**src/rtl/alu_pkg.sv**
```systemverilog
package alu_pkg;

  typedef enum logic [2:0] {
    OP_ADD  = 3'b000,
    OP_ADC  = 3'b001,
    OP_SUB  = 3'b010,
    OP_SBC  = 3'b011,
    OP_RSB  = 3'b100,
    OP_RSC  = 3'b101,
    OP_RSV6 = 3'b110,
    OP_RSV7 = 3'b111
  } alu_op_e;

  typedef struct packed {
    logic n;
    logic z;
    logic c;
    logic v;
  } alu_flags_t;

  localparam int FLAG_BITS = $bits(alu_flags_t);

endpackage

```
**src/rtl/alu_opnd_steer.sv**
```systemverilog
module alu_opnd_steer
  import alu_pkg::*;
#(
  parameter int W = 32
) (
  input  logic [2:0]   op_sel,
  input  logic [W-1:0] opnd_a,
  input  logic [W-1:0] opnd_b,
  input  logic         carry_in,
  output logic [W-1:0] add_x,
  output logic [W-1:0] add_y,
  output logic         add_cin,
  output logic         op_valid
);

  alu_op_e op;
  logic    swap;
  logic    invert;
  logic    use_cin;
  logic    fixed_cin;

  assign op = alu_op_e'(op_sel);

  always_comb begin
    swap      = 1'b0;
    invert    = 1'b0;
    use_cin   = 1'b0;
    fixed_cin = 1'b0;
    op_valid  = 1'b1;
    unique case (op)
      OP_ADD: ;
      OP_ADC: use_cin = 1'b1;
      OP_SUB: begin invert = 1'b1; fixed_cin = 1'b1; end
      OP_SBC: begin invert = 1'b1; use_cin = 1'b1; end
      OP_RSB: begin swap = 1'b1; invert = 1'b1; fixed_cin = 1'b1; end
      OP_RSC: begin swap = 1'b1; invert = 1'b1; use_cin = 1'b1; end
      default: op_valid = 1'b0;
    endcase
  end

  logic [W-1:0] first_in;
  logic [W-1:0] second_in;

  assign first_in  = swap ? opnd_b : opnd_a;
  assign second_in = swap ? opnd_a : opnd_b;
  assign add_x     = first_in;
  assign add_y     = invert ? ~second_in : second_in;
  assign add_cin   = use_cin ? carry_in : fixed_cin;

endmodule

```
**src/rtl/alu_adder_core.sv**
```systemverilog
module alu_adder_core #(
  parameter int W = 32
) (
  input  logic [W-1:0] x,
  input  logic [W-1:0] y,
  input  logic         cin,
  output logic [W-1:0] sum,
  output logic         cout
);

  localparam int WX = W + 1;

  logic [WX-1:0] wide;

  assign wide = {1'b0, x} + {1'b0, y} + WX'(cin);
  assign sum  = wide[W-1:0];
  assign cout = wide[W];

endmodule

```
**src/rtl/alu_flag_gen.sv**
```systemverilog
module alu_flag_gen
  import alu_pkg::*;
#(
  parameter int W = 32
) (
  input  logic [W-1:0] sum,
  input  logic [W-1:0] x,
  input  logic [W-1:0] y,
  input  logic         cout,
  output alu_flags_t   flags
);

  localparam int MSB = W - 1;

  logic same_sign_in;
  logic sign_flip;

  assign same_sign_in = ~(x[MSB] ^ y[MSB]);
  assign sign_flip    = x[MSB] ^ sum[MSB];

  assign flags.n = sum[MSB];
  assign flags.z = ~|sum;
  assign flags.c = cout;
  assign flags.v = same_sign_in & sign_flip;

endmodule

```
**src/rtl/alu_out_stage.sv**
```systemverilog
module alu_out_stage #(
  parameter int W       = 32,
  parameter int FW      = 4,
  parameter bit OUT_REG = 1'b1
) (
  input  logic          clk,
  input  logic          rst,
  input  logic [W-1:0]  res_d,
  input  logic [FW-1:0] flg_d,
  input  logic          we_d,
  output logic [W-1:0]  res_q,
  output logic [FW-1:0] flg_q,
  output logic          we_q
);

  generate
    if (OUT_REG) begin : g_reg
      always_ff @(posedge clk) begin
        if (rst) begin
          res_q <= '0;
          flg_q <= '0;
          we_q  <= 1'b0;
        end else begin
          res_q <= res_d;
          flg_q <= flg_d;
          we_q  <= we_d;
        end
      end
    end else begin : g_comb
      logic unused_clk;
      assign unused_clk = clk ^ rst;
      assign res_q = res_d;
      assign flg_q = flg_d;
      assign we_q  = we_d;
    end
  endgenerate

endmodule

```
**src/rtl/addsub_flag_alu.sv**
```systemverilog
module addsub_flag_alu
  import alu_pkg::*;
#(
  parameter int W       = 32,
  parameter bit OUT_REG = 1'b1
) (
  input  logic                 clk,
  input  logic                 rst,
  input  logic [2:0]           op_sel,
  input  logic [W-1:0]         opnd_a,
  input  logic [W-1:0]         opnd_b,
  input  logic                 carry_in,
  input  logic [FLAG_BITS-1:0] flags_in,
  input  logic                 set_flags,
  output logic [W-1:0]         result,
  output logic [FLAG_BITS-1:0] flags_out,
  output logic                 flags_we
);

  logic [W-1:0] add_x;
  logic [W-1:0] add_y;
  logic         add_cin;
  logic         op_valid;
  logic [W-1:0] sum;
  logic         cout;
  alu_flags_t   flg_calc;

  alu_opnd_steer #(.W(W)) u_steer (
    .op_sel   (op_sel),
    .opnd_a   (opnd_a),
    .opnd_b   (opnd_b),
    .carry_in (carry_in),
    .add_x    (add_x),
    .add_y    (add_y),
    .add_cin  (add_cin),
    .op_valid (op_valid)
  );

  alu_adder_core #(.W(W)) u_adder (
    .x    (add_x),
    .y    (add_y),
    .cin  (add_cin),
    .sum  (sum),
    .cout (cout)
  );

  alu_flag_gen #(.W(W)) u_flags (
    .sum   (sum),
    .x     (add_x),
    .y     (add_y),
    .cout  (cout),
    .flags (flg_calc)
  );

  logic                 upd;
  logic [W-1:0]         res_nxt;
  logic [FLAG_BITS-1:0] flg_nxt;

  assign upd     = op_valid & set_flags;
  assign res_nxt = op_valid ? sum : opnd_a;
  assign flg_nxt = upd ? flg_calc : flags_in;

  alu_out_stage #(.W(W), .FW(FLAG_BITS), .OUT_REG(OUT_REG)) u_out (
    .clk   (clk),
    .rst   (rst),
    .res_d (res_nxt),
    .flg_d (flg_nxt),
    .we_d  (upd),
    .res_q (result),
    .flg_q (flags_out),
    .we_q  (flags_we)
  );

  p_add_carry_r1: assert property (@(posedge clk) disable iff (rst)
    (op_sel == OP_ADD) |-> (flg_calc.c == (sum < opnd_a)));

  p_adc_carry_r2: assert property (@(posedge clk) disable iff (rst)
    (op_sel == OP_ADC && carry_in) |-> (flg_calc.c == (sum <= opnd_a)));

  p_sub_carry_r3: assert property (@(posedge clk) disable iff (rst)
    (op_sel == OP_SUB) |-> (flg_calc.c == (opnd_a >= opnd_b)));

  p_sbc_carry_r4: assert property (@(posedge clk) disable iff (rst)
    (op_sel == OP_SBC && !carry_in) |-> (flg_calc.c == (opnd_a > opnd_b)));

  p_rsb_carry_r5: assert property (@(posedge clk) disable iff (rst)
    (op_sel == OP_RSB) |-> (flg_calc.c == (opnd_b >= opnd_a)));

  p_zero_flag_r7: assert property (@(posedge clk) disable iff (rst)
    flg_calc.z == (sum == '0));

  generate
    if (OUT_REG) begin : g_reg_chk
      p_hold_flags_r9: assert property (@(posedge clk) disable iff (rst)
        !set_flags |=> (flags_out == $past(flags_in) && !flags_we));

      p_passthru_r8: assert property (@(posedge clk) disable iff (rst)
        (op_sel[2:1] == 2'b11) |=> (result == $past(opnd_a) && !flags_we));
    end
  endgenerate

endmodule

```
**config.mk**
```make
export PLATFORM = sky130hd
export DESIGN_NAME = addsub_flag_alu
export DESIGN_NICKNAME = d
export VERILOG_FILES = /design/src/rtl/alu_pkg.sv /design/src/rtl/alu_opnd_steer.sv /design/src/rtl/alu_adder_core.sv /design/src/rtl/alu_flag_gen.sv /design/src/rtl/alu_out_stage.sv /design/src/rtl/addsub_flag_alu.sv
export SDC_FILE = /design/constraint.sdc
export NUM_CORES = 1
export LEC_CHECK = 0
export ABC_AREA = 0
export BUFFER_PORTS_ARGS = -buffer_cell sky130_fd_sc_hd__buf_2
export CAP_MARGIN = 15
export CORE_ASPECT_RATIO = 1.2
export CORE_MARGIN = 2
export CORE_UTILIZATION = 54
export DETAILED_ROUTE_END_ITERATION = 6
export PLACE_DENSITY = 0.79
export SKIP_CTS_REPAIR_TIMING = 1
export SLEW_MARGIN = 20
export SYNTH_ARGS = -nofsm -noshare
export SYNTH_HDL_FRONTEND = slang
export SYNTH_SLANG_ARGS = --single-unit
```
**constraint.sdc**
```tcl
create_clock -name clk -period 6.2 [get_ports clk]
set_clock_uncertainty 0.15 [all_clocks]
set_input_delay 0 -clock clk [delete_from_list [all_inputs] [get_ports clk]]
set_output_delay 0 -clock clk [all_outputs]
set_load 0.05 [all_outputs]
```
# After elaboration in Yosys (flattened, before gate mapping)

Cells that the tools add are included.

Register bits after elaboration: 37
Latch bits: 0
Bits in writable memories: 0
Bits in read-only memories: 0
Bits of input ports: 75
Output and inout port bits: 37
Logic and storage cells: 35
Memories: 0

$add $sub $neg: 2
Multipliers: 0
Div/mod/pow operators: 0
$lt $le $gt $ge: 0
Eq/ne operators: 5
Shift-type cells: 0
Muxes and demuxes: 11
Bitwise logic cells: 6
Reductions and logical operators: 8

Operators by type and width:

| operator                                       | number |
|---|---|
| two-way mux 32 bit                             | 4 |
| adder 32 x 32 -> 33 bit                        | 1 |
| adder 33 x 1 -> 33 bit                         | 1 |
| inverter 32 bit                                | 1 |
| OR reduction 32 bit                            | 1 |
| == test 3 x 2 -> 1 bit (second input constant) | 2 |
| == test 3 bit (second input constant)          | 2 |
| two-way mux 1 bit                              | 6 |
| OR reduction 6 bit                             | 1 |
| two-way mux 4 bit                              | 1 |
| OR reduction 2 bit                             | 2 |
| OR reduction 4 bit                             | 1 |
| == test 3 x 1 -> 1 bit (second input constant) | 1 |
| zero test 3 bit                                | 1 |
| OR reduction 3 bit                             | 1 |
| bitwise AND 1 bit                              | 2 |
| XOR 1 bit                                      | 2 |
| zero test 1 bit                                | 1 |
| inverter 1 bit                                 | 1 |

# Logic depth before layout (Yosys ltp)

Depth in word-level cells: 11
Gate-level depth with buffers: 17
Depth with buffers taken out: 15

# Cells and area by module

A second synthesis with hierarchy kept.

Cells, all modules: 589
Area, all modules: 4,917.2 µm²

By module, submodules not included:

| module          | instances | cells an instance | area each (µm²) | seq. area each (µm²) |
|---|---|---|---|---|
| alu_adder_core  | 1         | 233               | 1,691.6         | 0.0 |
| alu_opnd_steer  | 1         | 220               | 1,487.7         | 0.0 |
| alu_out_stage   | 1         | 77                | 1,023.5         | 740.7 |
| addsub_flag_alu | 1         | 42                | 604.3           | 0.0 |
| alu_flag_gen    | 1         | 17                | 110.1           | 0.0 |

# Worst setup path after synthesis

Ideal clock, no wire load.

Path type: in2reg
Start: input port op_sel[2]
End: register u_out.res_q[30]
Data arrival time: 4.050 ns
Setup slack: 1.930 ns
Stages: 16
Path buffers: 2
Cells stage by stage: nor2b_1 > clkbuf_1 > buf_1 > mux2_2 > fa_1 > fa_1 > a211oi_1 > o211ai_1 > a31oi_1 > o21ai_1 > a211oi_2 > o21ai_1 > a311oi_1 > nor2_1 > or3_1 > a21oi_1

Word-level cells in the longest chain between the ends: 9
Elaborated cells on any way between the ends: 24
Those cells by class: 2 x add/sub; 5 x eq/ne; 10 x mux; 1 x bitwise; 6 x reduce/logical

Ends and longest elaborated chain:

| what                         | RTL line              | source |
|---|---|---|
| start, declared              | addsub_flag_alu.sv:9  | `input logic [2:0] op_sel,` |
| == test 3 bit                | alu_opnd_steer.sv:30  | `unique case (op)` |
| OR reduction 2 bit (no line) | n/a                   |  |
| two-way mux 1 bit            | alu_opnd_steer.sv:30  |  |
| two-way mux 32 bit           | alu_opnd_steer.sv:45  | `assign second_in = swap ? opnd_a : opnd_b;` |
| inverter 32 bit              | alu_opnd_steer.sv:47  | `assign add_y = invert ? ~second_in : second_in;` |
| two-way mux 32 bit           | alu_opnd_steer.sv:47  |  |
| adder 32 x 32 -> 33 bit      | alu_adder_core.sv:15  | `assign wide = {1'b0, x} + {1'b0, y} + WX'(cin);` |
| adder 33 x 1 -> 33 bit       | alu_adder_core.sv:15  |  |
| two-way mux 32 bit (*)       | addsub_flag_alu.sv:60 | `assign res_nxt = op_valid ? sum : opnd_a;` |
| end signal, assigned         | alu_out_stage.sv:24   | `res_q <= res_d;` |
| end, declared                | alu_out_stage.sv:11   | `output logic [W-1:0] res_q,` |

Mark *: on every way between the ends. The rest lies on a longest branch, timed or not.
A chain may end at the register's enable or synchronous reset.

# Worst setup path after layout

Start: input port op_sel[2]
End: register u_out.flg_q[3]

Word-level cells in the longest chain between the ends: 9
Elaborated cells on any way between the ends: 25
Those cells by class: 2 x add/sub; 5 x eq/ne; 10 x mux; 2 x bitwise; 6 x reduce/logical

Ends and longest elaborated chain:

| what                         | RTL line              | source |
|---|---|---|
| == test 3 bit                | alu_opnd_steer.sv:30  |  |
| OR reduction 2 bit (no line) | n/a                   |  |
| two-way mux 1 bit            | alu_opnd_steer.sv:30  |  |
| two-way mux 32 bit           | alu_opnd_steer.sv:45  |  |
| inverter 32 bit              | alu_opnd_steer.sv:47  |  |
| two-way mux 32 bit           | alu_opnd_steer.sv:47  |  |
| adder 32 x 32 -> 33 bit      | alu_adder_core.sv:15  |  |
| adder 33 x 1 -> 33 bit       | alu_adder_core.sv:15  |  |
| two-way mux 4 bit (*)        | addsub_flag_alu.sv:61 | `assign flg_nxt = upd ? flg_calc : flags_in;` |
| end signal, assigned         | alu_out_stage.sv:25   | `flg_q <= flg_d;` |
| end, declared                | alu_out_stage.sv:12   | `output logic [FW-1:0] flg_q,` |

Marks and branches as above.

==> out/results.tsv <==
stage	metric	value	unit
hold_path	worstHoldStart	set_flags	
global_routing	first_global_vias	4447	
outcome	status	finished clean	
detailed_routing	dr.pass1.iters	5	
die	die_y	103	um
yosys	netlist_top_cells_area	dfxtp_1, a21oi_1, nor2_1	
detailed_routing	drt-initial-drc-count	228	
detailed_routing	ant_nets	0	
yosys	avgSynthCellArea	6.91	um2
sta	hold_viol_final	0	
clocking	path_clk_slew	0.08	ns
final_layout	drive_above_1_share	22.0	%
die	die_area	0.00887	mm2
power	pwr_density_cell	236	mW/mm2
setup_path	critPathMaxFanout	41	
sta	fin_crit_sh	77.6	%
yosys	synthCells	636	
sta	tightest_slew	1.12	ns
power	power.total	0.00128	W
setup_path	critical_path_class	in -> reg	
yosys	ys_types	52	
global_routing	antenna_found_initial	0	
sta	finalSetupViolCount	0	
yosys	yosysWarnings	0	
sta	relSlewSlack	25.6	%
clocking	cts_buffers	5	
clocking	clockBufferDepth	2	
clocking	root_buffer	clkbuf_8	
detailed_routing	routed_wl	13.2	mm
setup_path	path_common_cell	a21oi_1	
sta	clock.fmax	0.208	GHz
power	p_leak	2.38	nW
setup_path	end_kind	flop	
final_layout	diodes	0	
run	drv_cap	0	
setup_path	crit_family	compound AO/OA/AOI/OAI gates	
power	ir_drop	0.000117	V
yosys	yosysMostFrequentCell	a21oi_1	
sta	rsz0062_at_grt	no	
setup_path	slowest_stage	buf_2	
detailed_routing	drc_errors	0	
die	ioPinCount	112	
clocking	htree_levels	2	
setup_path	cp_data_required_time	6.30	ns
final_layout	final_cells	853	
clocking	cts_tree	built	
die	initial_core_util	54.8	%
detailed_routing	via_count	5012	
detailed_routing	routedWlPerCell	15.5	um
setup_path	cp-start-kind	input port	
setup_path	startpoint	op_sel[2]	
sta	post-route-min-period	4.81	ns
yosys	async_reset_ff_share	0	%
place	dp_hpwl	9.41	mm
place	place.gp.congestion	0.913	
global_routing	grt-ovfl-total	0	
yosys	syn_nets	744	
yosys	yosysTopAreaCell	dfxtp_1	
yosys	ys_seq_elements	37	
detailed_routing	viasPerCell	5.88	
global_routing	grt_max_degree	102	
yosys	synth_top_area_share	16.9	%
setup_path	path_cells	buf_2 > nor2b_2 > buf_4 > mux2_2 > ha_1 > o211ai_1 > a21oi_1 > nand3_1 > a21oi_1 > a31oi_1 > o21ai_0 > a21oi_1 > xnor2_1 > nand3_1 > a21oi_1 > dlygate4sd3_1	
yosys	netlist_top_cells_count	a21oi_1, nor2_1, nand2_1	
sta	tns	0	ns
setup_path	crit_buf_inv	3	
hold_path	hold_class	in -> reg	
die	die_x	86.3	um
setup_path	crit_arrival	4.91	ns
global_routing	grtUsageTotal	28.1	%
global_routing	grt_pass1_wl	20.5	mm
place	io_buffers	111	
clocking	clkSinkCount	37	
sta	drv_slew	0	
yosys	synth_seq_area_share	16.9	%
yosys	synth_top_flop_cell	dfxtp_1	
die	core-area	0.00802	mm2
setup_path	max_stage_delay	0.57	ns
final_layout	area_growth	23.4	%
place	dp.cells	807	
yosys	synth_area	0.00439	mm2
yosys	synth-edff-count	0	
die	rows	36	
final_layout	fin_nets	865	
[where the power goes]
group          leakage, nW  internal (W)  switching (W)  total (W)
Combinational         2.03      0.000285       0.000528   0.000813
Sequential           0.308      0.000278     0.00000968   0.000287
Clock               0.0439     0.0000778       0.000103   0.000181
Total                 2.38      0.000641       0.000641    0.00128
[flip-flops by register name (all words and copies together), names as in the netlist]
name and count:
u_out.res_q 32, u_out.flg_q 4, u_out.we_q 1
[stage by stage]
stage / utilization (%) / setup WS (ns) / instance area (um2) / hold slack (ns)
CTS: 62.8 / 1.66 / 5040 / -0.215
detailed placement: 61.8 / 1.38 / 4950 / 0.116
finish: 67.6 / 1.39 / 5420 / 0.0393
floorplan: - / 1.93 / 4390 / -0.0140
global placement: 61.8 / 1.51 / 4950 / 0.0992
global route: 67.6 / 0.954 / 5420 / 0.0449
[placed cells by master (no fill, tap or decap), types with 4 or more instances in the layout]
cell | netlist | final
a21oi_1 | 126 | 126
buf_2 | 0 | 110
nor2_1 | 107 | 107
nand2_1 | 71 | 70
xor2_1 | 40 | 40
dlygate4sd3_1 | 0 | 38
dfxtp_1 | 37 | 37
mux2_2 | 32 | 32
ha_1 | 31 | 31
o21ai_0 | 19 | 19
xnor2_1 | 16 | 16
a211oi_1 | 9 | 9
nor3_1 | 8 | 8
inv_1 | 8 | 8
nand3_1 | 7 | 7
nor2b_1 | 7 | 6
o21ai_1 | 6 | 6
o31ai_1 | 5 | 5
clkbuf_8 | 0 | 5
o211ai_1 | 4 | 4
nand2b_1 | 4 | 4
nand4_1 | 4 | 4
o21a_1 | 4 | 4
nand4b_1 | 4 | 4
buf_4 | 0 | 4
[worst min-delay path: cells and delay by family]
kind	cells	cell delay, ns
compound gates	1	0.24
buf+inv	1	0.11
simple gates	1	0.09
[per-layer routing]
metal / GRT usage (%) / vias to the layer above / wire [um]
li1: - / 2504 / -
met1: 36.4 / 2333 / 5750
met2: 48.8 / 156 / 6590
met3: 3.28 / 19 / 670
met4: 8.53 / 0 / 207
met5: 0 / - / 0
[area by class of cell]
cell class / count / area (um2)
sequential: 37 / 741
clock buffer: 5 / 68.8
multi-input combinational: 553 / 3480
tap: 95 / 119
clock inverter: 3 / 17.5
timing repair buffer: 152 / 961
fill: 710 / 2600
inverter: 8 / 30.0
[path summary, 6_finish.rpt]
check | endpoint | slack [ns] | cells past startpoint
worst max-delay path | u_out.flg_q[3] | 1.39 | 16
worst min-delay path | u_out.we_q | 0.04 | 3
[logic make-up after synthesis]
kind of cell / Yosys count / synth area share (%)
simple gates: 228 / 22.4
buf+inv: 46 / 3.93
fa+ha+maj: 33 / 9.74
xor+xnor: 56 / 11.2
mux: 33 / 8.43
compound gates: 203 / 27.5
flops: 37 / 16.9
(Power assumes the default switching activity.)
